## config.mk

```make
export PLATFORM = sky130hd
export DESIGN_NAME = dec_skid_ctrl
export DESIGN_NICKNAME = d
export VERILOG_FILES = /design/src/rtl/dec_skid_pkg.sv /design/src/rtl/dsk_stall_track.sv /design/src/rtl/dsk_lane_pack.sv /design/src/rtl/dsk_skid_fifo.sv /design/src/rtl/dec_skid_ctrl.sv
export SDC_FILE = /design/constraint.sdc
export NUM_CORES = 1
export LEC_CHECK = 0
export BUFFER_PORTS_ARGS = -buffer_cell sky130_fd_sc_hd__buf_2
export CORE_ASPECT_RATIO = 0.9
export CORE_UTILIZATION = 32
export DETAILED_ROUTE_END_ITERATION = 8
export GPL_TIMING_DRIVEN = 0
export PLACE_DENSITY = 0.6
export SLEW_MARGIN = 20
export SYNTH_ARGS = -nofsm -noshare
export SYNTH_HDL_FRONTEND = slang
export SYNTH_SLANG_ARGS = --single-unit
```

## constraint.sdc

```tcl
create_clock -name clk -period 8.6 [get_ports clk]
set_clock_uncertainty 0.15 [all_clocks]
set_input_delay 1.72 -clock clk [delete_from_list [all_inputs] [get_ports clk]]
set_output_delay 1.72 -clock clk [all_outputs]
set_load 0.01 [all_outputs]
```

## src/rtl/dec_skid_pkg.sv

```systemverilog
package dec_skid_pkg;

    typedef enum logic [2:0] {
        ST_IDLE = 3'd0,
        ST_RUN  = 3'd1,
        ST_BLK  = 3'd2,
        ST_UNB  = 3'd3,
        ST_SQ   = 3'd4
    } dsk_state_e;

endpackage

```

## src/rtl/dsk_stall_track.sv

```systemverilog
module dsk_stall_track #(
    parameter int SRCS = 3
) (
    input  logic            clk,
    input  logic            rst_n,
    input  logic [SRCS-1:0] blk,
    input  logic [SRCS-1:0] unblk,
    output logic            stall_now
);

    logic [SRCS-1:0] flags_d, flags_q;

    // unblock wins over block arriving in the same cycle
    always_comb begin
        flags_d   = (flags_q | blk) & ~unblk;
        stall_now = |flags_d;
    end

    always_ff @(posedge clk) begin
        if (!rst_n) flags_q <= '0;
        else        flags_q <= flags_d;
    end

endmodule

```

## src/rtl/dsk_lane_pack.sv

```systemverilog
module dsk_lane_pack #(
    parameter int LANES  = 4,
    parameter int DATA_W = 16,
    localparam int CNT_W = $clog2(LANES + 1)
) (
    input  logic [LANES-1:0]  valid,
    input  logic [LANES-1:0]  killed,
    input  logic [DATA_W-1:0] lane    [LANES],
    output logic [DATA_W-1:0] pk_data [LANES],
    output logic [CNT_W-1:0]  pk_cnt
);

    logic [LANES-1:0] keep;
    assign keep = valid & ~killed;

    // each kept lane lands in the slot equal to its rank among kept lanes
    always_comb begin
        int rank;
        rank = 0;
        for (int j = 0; j < LANES; j++) pk_data[j] = '0;
        for (int i = 0; i < LANES; i++) begin
            if (keep[i]) begin
                for (int j = 0; j < LANES; j++) begin
                    if (j == rank) pk_data[j] = lane[i];
                end
                rank = rank + 1;
            end
        end
        pk_cnt = CNT_W'(rank);
    end

endmodule

```

## src/rtl/dsk_skid_fifo.sv

```systemverilog
module dsk_skid_fifo #(
    parameter int DATA_W = 16,
    parameter int DEPTH  = 6,
    parameter int PUSH_W = 4,
    parameter int POP_W  = 2,
    localparam int IDX_W = (DEPTH > 1) ? $clog2(DEPTH) : 1,
    localparam int LVL_W = $clog2(DEPTH + 1),
    localparam int PN_W  = $clog2(PUSH_W + 1),
    localparam int QN_W  = $clog2(POP_W + 1)
) (
    input  logic              clk,
    input  logic              rst_n,
    input  logic              clr,
    input  logic [PN_W-1:0]   push_n,
    input  logic [DATA_W-1:0] push_data [PUSH_W],
    input  logic [QN_W-1:0]   pop_n,
    output logic [DATA_W-1:0] rd_data   [POP_W],
    output logic [LVL_W-1:0]  level
);

    function automatic logic [IDX_W-1:0] wrap(input int p);
        return IDX_W'(p % DEPTH);
    endfunction

    logic [DATA_W-1:0] mem_q [DEPTH];
    logic [IDX_W-1:0]  head_d, head_q;
    logic [LVL_W-1:0]  lvl_d, lvl_q;

    always_comb begin
        for (int i = 0; i < POP_W; i++) rd_data[i] = mem_q[wrap(int'(head_q) + i)];
        if (clr) begin
            head_d = '0;
            lvl_d  = '0;
        end else begin
            head_d = wrap(int'(head_q) + int'(pop_n));
            lvl_d  = LVL_W'(int'(lvl_q) + int'(push_n) - int'(pop_n));
        end
    end

    always_ff @(posedge clk) begin
        if (!rst_n) begin
            head_q <= '0;
            lvl_q  <= '0;
        end else begin
            head_q <= head_d;
            lvl_q  <= lvl_d;
        end
    end

    // tail position is taken before the pop; freed head slots are reusable
    always_ff @(posedge clk) begin
        if (!clr) begin
            for (int i = 0; i < PUSH_W; i++) begin
                if (i < int'(push_n))
                    mem_q[wrap(int'(head_q) + int'(lvl_q) + i)] <= push_data[i];
            end
        end
    end

    assign level = lvl_q;

endmodule

```

## src/rtl/dec_skid_ctrl.sv

```systemverilog
module dec_skid_ctrl
    import dec_skid_pkg::*;
#(
    parameter int FETCH_W   = 4,
    parameter int DECODE_W  = 2,
    parameter int FETCH_LAT = 1,
    parameter int DATA_W    = 16,
    localparam int SKID_DEPTH = FETCH_LAT * FETCH_W + DECODE_W,
    localparam int LVL_W      = $clog2(SKID_DEPTH + 1)
) (
    input  logic                       clk,
    input  logic                       rst_n,
    input  logic [FETCH_W-1:0]         in_valid,
    input  logic [FETCH_W-1:0]         in_killed,
    input  logic [FETCH_W*DATA_W-1:0]  in_data,
    input  logic                       ren_block,
    input  logic                       ren_unblock,
    input  logic                       exe_block,
    input  logic                       exe_unblock,
    input  logic                       cmt_block,
    input  logic                       cmt_unblock,
    input  logic                       cmt_squash,
    input  logic                       cmt_rob_busy,
    output logic [DECODE_W-1:0]        out_valid,
    output logic [DECODE_W*DATA_W-1:0] out_data,
    output logic                       fetch_block,
    output logic                       fetch_unblock,
    output logic [2:0]                 status,
    output logic [LVL_W-1:0]           skid_level,
    output logic                       overflow_err
);

    localparam int PN_W = $clog2(FETCH_W + 1);
    localparam int QN_W = $clog2(DECODE_W + 1);

    typedef struct packed {
        dsk_state_e                  st;
        logic                        fblk;
        logic                        funb;
        logic                        ovf;
        logic [DECODE_W-1:0]         ov;
        logic [DECODE_W*DATA_W-1:0]  od;
    } regs_t;

    regs_t r_d, r_q;

    // ---------------- lane split and packing ----------------
    logic [DATA_W-1:0] lane_in [FETCH_W];
    logic [DATA_W-1:0] pk      [FETCH_W];
    logic [DATA_W-1:0] pk_head [DECODE_W];
    logic [DATA_W-1:0] pk_rest [FETCH_W];
    logic [PN_W-1:0]   pk_n;

    for (genvar g = 0; g < FETCH_W; g++) begin : g_lane
        assign lane_in[g] = in_data[g*DATA_W +: DATA_W];
    end

    dsk_lane_pack #(
        .LANES  (FETCH_W),
        .DATA_W (DATA_W)
    ) u_pack (
        .valid   (in_valid),
        .killed  (in_killed),
        .lane    (lane_in),
        .pk_data (pk),
        .pk_cnt  (pk_n)
    );

    // first DECODE_W packed lanes feed the slots, the rest may spill
    for (genvar g = 0; g < DECODE_W; g++) begin : g_head
        if (g < FETCH_W) begin : g_have
            assign pk_head[g] = pk[g];
        end else begin : g_none
            assign pk_head[g] = '0;
        end
    end

    for (genvar g = 0; g < FETCH_W; g++) begin : g_rest
        if (g + DECODE_W < FETCH_W) begin : g_have
            assign pk_rest[g] = pk[g + DECODE_W];
        end else begin : g_none
            assign pk_rest[g] = '0;
        end
    end

    // ---------------- stall flags ----------------
    logic stall_now;

    dsk_stall_track #(
        .SRCS (3)
    ) u_stall (
        .clk       (clk),
        .rst_n     (rst_n),
        .blk       ({cmt_block, exe_block, ren_block}),
        .unblk     ({cmt_unblock, exe_unblock, ren_unblock}),
        .stall_now (stall_now)
    );

    // ---------------- skid FIFO ----------------
    logic              sk_clr;
    logic [PN_W-1:0]   sk_push_n;
    logic [DATA_W-1:0] sk_push [FETCH_W];
    logic [QN_W-1:0]   sk_pop_n;
    logic [DATA_W-1:0] sk_rd   [DECODE_W];
    logic [LVL_W-1:0]  sk_lvl;

    dsk_skid_fifo #(
        .DATA_W (DATA_W),
        .DEPTH  (SKID_DEPTH),
        .PUSH_W (FETCH_W),
        .POP_W  (DECODE_W)
    ) u_skid (
        .clk       (clk),
        .rst_n     (rst_n),
        .clr       (sk_clr),
        .push_n    (sk_push_n),
        .push_data (sk_push),
        .pop_n     (sk_pop_n),
        .rd_data   (sk_rd),
        .level     (sk_lvl)
    );

    // ---------------- next-state logic ----------------
    always_comb begin
        int   n_in;
        int   n_req;
        int   n_pop;
        int   n_fwd;
        int   room;
        int   n_acc;
        logic drain;
        logic spill;

        r_d      = r_q;
        r_d.fblk = 1'b0;
        r_d.funb = 1'b0;
        r_d.ovf  = 1'b0;
        r_d.ov   = '0;
        r_d.od   = '0;
        n_in     = int'(pk_n);
        n_req    = 0;
        n_pop    = 0;
        n_fwd    = 0;
        drain    = 1'b0;
        spill    = 1'b0;
        sk_clr   = 1'b0;

        if (cmt_squash) begin
            sk_clr = 1'b1;
            if (r_q.st == ST_BLK || r_q.st == ST_UNB) r_d.funb = 1'b1;
            r_d.st = ST_SQ;
        end else if (cmt_rob_busy) begin
            r_d.st = ST_SQ;
        end else if (stall_now) begin
            n_req    = n_in;
            r_d.fblk = !(r_q.st == ST_BLK || r_q.st == ST_UNB);
            r_d.st   = ST_BLK;
        end else if (r_q.st == ST_BLK || r_q.st == ST_UNB) begin
            drain = 1'b1;
            n_pop = (int'(sk_lvl) < DECODE_W) ? int'(sk_lvl) : DECODE_W;
            n_fwd = n_pop;
            n_req = n_in;
        end else begin
            spill = 1'b1;
            n_fwd = (n_in < DECODE_W) ? n_in : DECODE_W;
            n_req = n_in - n_fwd;
            if (n_req > 0) begin
                r_d.st   = ST_BLK;
                r_d.fblk = 1'b1;
            end else if (n_fwd > 0 || r_q.st == ST_SQ) begin
                r_d.st = ST_RUN;
            end
        end

        room    = SKID_DEPTH - int'(sk_lvl) + n_pop;
        n_acc   = (n_req > room) ? room : n_req;
        r_d.ovf = (n_req > room);

        if (drain) begin
            if (int'(sk_lvl) - n_pop + n_acc == 0) begin
                r_d.st   = ST_RUN;
                r_d.funb = 1'b1;
            end else begin
                r_d.st = ST_UNB;
            end
        end

        for (int j = 0; j < DECODE_W; j++) begin
            if (j < n_fwd) begin
                r_d.ov[j] = 1'b1;
                r_d.od[j*DATA_W +: DATA_W] = drain ? sk_rd[j] : pk_head[j];
            end
        end

        for (int i = 0; i < FETCH_W; i++) sk_push[i] = spill ? pk_rest[i] : pk[i];
        sk_push_n = PN_W'(n_acc);
        sk_pop_n  = QN_W'(n_pop);
    end

    always_ff @(posedge clk) begin
        if (!rst_n) r_q <= '0;
        else        r_q <= r_d;
    end

    assign out_valid     = r_q.ov;
    assign out_data      = r_q.od;
    assign fetch_block   = r_q.fblk;
    assign fetch_unblock = r_q.funb;
    assign status        = r_q.st;
    assign skid_level    = sk_lvl;
    assign overflow_err  = r_q.ovf;

endmodule

```

==> out/results.md <==
• **count of hold-fix buffers inserted at cts** 0
• **Leak** 6.00 nW
• **share of the cycle needed by the critical path after routing** 0.956
• **Cells after Synth** 1359
• **CP max stage delay** 520 ps
• **Wirelength per Cell** 21.9 um
• **fraction of final layout cells sized beyond drive strength 1** 0.227
• **total global routing track utilization** 0.218
• **Setup Crit Path Kind** input port to flip-flop
• **count of nets left with antenna violations after detail routing** 0
• **dominant synthesized flop cell** edfxtp_1
• **mean instance size in the synthesized netlist** 9.43 sq um
• **FF-to-FF Start** u_stall.flags_q[1]$_SDFF_PN0_
• **post-CTS clock slew at the launch and capture registers of the worst setup and hold paths** 60 ps
• **transition at the pin with the smallest max-transition slack** 1110 ps
• **CTS tree** done
• **multi-input combinational cell area** 8420 sq um
• **detailed-route vias per instance** 5.82
• **antenna cells** 0
• **cell area after synthesis** 12800 sq um
• **min Tclk post-route** 8220 ps
• **clock latency of the later-clocked register in the worst-skew pair** 440 ps
• **drt pass-1 iters** 6
• **CP max stage cell** fa_1
• **total global routing overflow** 0
• **endpoint required time on the critical path** 8770 ps
• **aggregate routed wire length** 45.3 mm
• **Initial DRC Count** 1353
• **top-level port count** 125
• **logic depth of the worst register-to-register path** 29
• **Yosys warning count** 0
• **vias in the first global route** 11600
• **final RePlAce weighted congestion** 0.947
• **result of the run** completed
• **share of synthesized area occupied by flip-flops and latches** 0.302
• **Total Die Area** 40900 sq um
• **signed area change from the synthesized netlist to the final layout** 16.2%
• **Initial Util** 0.325
• **TNS Setup** 0 ps
• **hold path endpoint** status[0]$_SDFFE_PN0P_
• **CP startpoint kind** input port
• **total DRC errors in the routed layout** 0
• **count of flip-flops with a built-in enable after synthesis** 96
• **core utilization of the finished layout** 0.378
• **cell depth of the worst min-delay path** 2
• **Detailed Place HPWL** 36.2 mm
• **number of placed instances, taps included** 2030
• **proportion of register bits with asynchronous set or reset after synthesis** 0
• **final std cells w/o fill** 2063
• **first-pass GRT wire length** 67.8 mm
• **endpoint type of the worst setup path** flip-flop
• **Floorplan Core Area** 39500 sq um
• **remaining max-slew budget at the tightest pin** 0.254
• **count of nets after finishing** 1651
• **area taken by flip-flops and latches** 3860 sq um
• **power after layout** 0.00258 W
• **largest net degree at the start of global routing** 17
• **Worst R2R End** status[1]$_SDFFE_PN0P_
• **CTS sink cnt** 145
• **Clock Path Buffers** 2
• **number of port buffers** 124
• **R2R setup slack** 1560 ps
• **Vert. Die Dim** 192 um
• **Yosys cell types** 75
• **flip-flop and latch count after synthesis** 145
• **total number of vias** 12000
• **number of failing setup endpoints in the final timing report** 0
• **H-tree depth** 4
• **arrival time reported for the critical path endpoint** 8390 ps
• **number of max-cap violations** 0
• **fill cell total of the finished layout** 3988
• **power density over cell area** 173 nW/um^2
• **largest fanout of any net on the critical path** 18
• **hold wc startpoint** status[0]$_SDFFE_PN0P_
• **die width** 213 um
• **final slew viol count** 0
• **number of hold-slack violations in the final timing report** 0
• **initial antenna violation count** 1
• **clock root buffer master** clkbuf_16
• **worst min-delay path category** flip-flop to flip-flop
• **achievable frequency** 0.122 GHz
• **worst vdd ir** 103 uV
• **# rows** 69
• **total clock buffers created by CTS** 17
• **smallest hold slack** 328 ps
[final cells by class]
type                       instances  share of cell area
multi-input combinational       1065               0.565
sequential                       145               0.259
timing repair buffer             139              0.0492
tap                              532              0.0447
clock buffer                      25              0.0340
buffer                            97              0.0292
inverter                          53              0.0134
clock inverter                     7             0.00496
[per-layer routing]
metal,wire [um],GRT usage,vias to the layer above
li1,-,-,5476
met1,19700,0.299,5822
met2,20300,0.347,641
met3,4320,0.0410,64
met4,919,0.0642,0
met5,0,0,-
[worst max path at each step]
stage                 start                             to  cells after the start
6_report        in_valid[0]         status[1]$_SDFFE_PN0P_                     31
5_1_grt        in_killed[0]         status[1]$_SDFFE_PN0P_                     31
4_1_cts         in_valid[0]         status[1]$_SDFFE_PN0P_                     32
3_5_place_dp    in_valid[0]         status[1]$_SDFFE_PN0P_                     32
3_3_place_gp    in_valid[0]  u_skid.mem_q[1][12]$_DFFE_PP_                     20
2_1_floorplan   in_valid[0]         status[1]$_SDFFE_PN0P_                     32
[timing repair]
item                                    in CTS  in global routing
pin swaps                                    1                  1
setup buffers                                1                  2
endpoints found under the setup margin       2                  2
gates resized for setup                     12                 13
hold endpoints to repair                     0                  0
[state kept, by name, summed over array words and instances, names as in the netlist]
register and cells:
fetch_block 1, out_valid 2, u_stall.flags_q 3, fetch_unblock 1, u_skid.mem_q 96, status 3
u_skid.level 3, u_skid.head_q 3, out_data 32, overflow_err 1
[stage by stage]
| stage | cell area (sq um) | worst slack [ps] |
|---|---|---|
| finish | 14900 | 379 |
| global route | 14900 | -21.8 |
| CTS | 14900 | 8.33 |
| detailed placement | 14200 | -1490 |
| global placement | 14100 | -2610 |
| floorplan | 12800 | 113 |
[cells in the mapped netlist, drive strengths merged, types with 38 or more instances]
| master | instances | area share |
|---|---|---|
| dfxtp | 49 | 0.077 |
| clkbuf | 66 | 0.019 |
| nand3 | 47 | 0.022 |
| o21ai | 55 | 0.021 |
| a21o | 38 | 0.022 |
| o211ai | 39 | 0.023 |
| mux2 | 99 | 0.087 |
| nand2 | 130 | 0.038 |
| edfxtp | 96 | 0.22 |
| ha | 44 | 0.043 |
| o22ai | 55 | 0.027 |
| a21oi | 55 | 0.021 |
| inv | 51 | 0.015 |
| mux2i | 134 | 0.11 |
| nor2 | 95 | 0.028 |
[worst max-delay path: cells and delay by family]
family / cells / cell delay [ps]
and+or+nand+nor: 12 / 1980
adders and majority gates: 7 / 2560
buffers and inverters: 5 / 590
muxes: 1 / 270
AOI/OAI and AO/OA: 5 / 1010
xor gates and xnor gates: 1 / 250
[layout by cell type, fill, tap and decap left out, types with 38 or more instances in the layout]
cell type  instances
o22ai_1           55
nand2_1          130
nor2_1            94
inv_1             50
o21ai_0           52
ha_1              44
clkbuf_1          63
mux2i_1          132
nand3_1           40
edfxtp_1          96
o211ai_1          39
dfxtp_1           49
buf_2            147
a21o_1            38
a21oi_1           55
mux2_2            79
[cell families after synthesis]
kind of cell    synth area share
xor+xnor                  0.0140
other cells             0.000293
simple gates               0.132
fa+ha+maj                 0.0539
flops                      0.302
buf+inv                   0.0492
compound gates             0.200
mux                        0.249
[power breakdown]
group	internal, W	total, W	leakage, nW	switching (W)
clock	0.000440	0.000758	0.283	0.000318
sequential	0.000868	0.000908	1.30	0.0000403
combinational	0.000381	0.000918	4.42	0.000536
No activity file was read; power rests on OpenSTA's default activity.
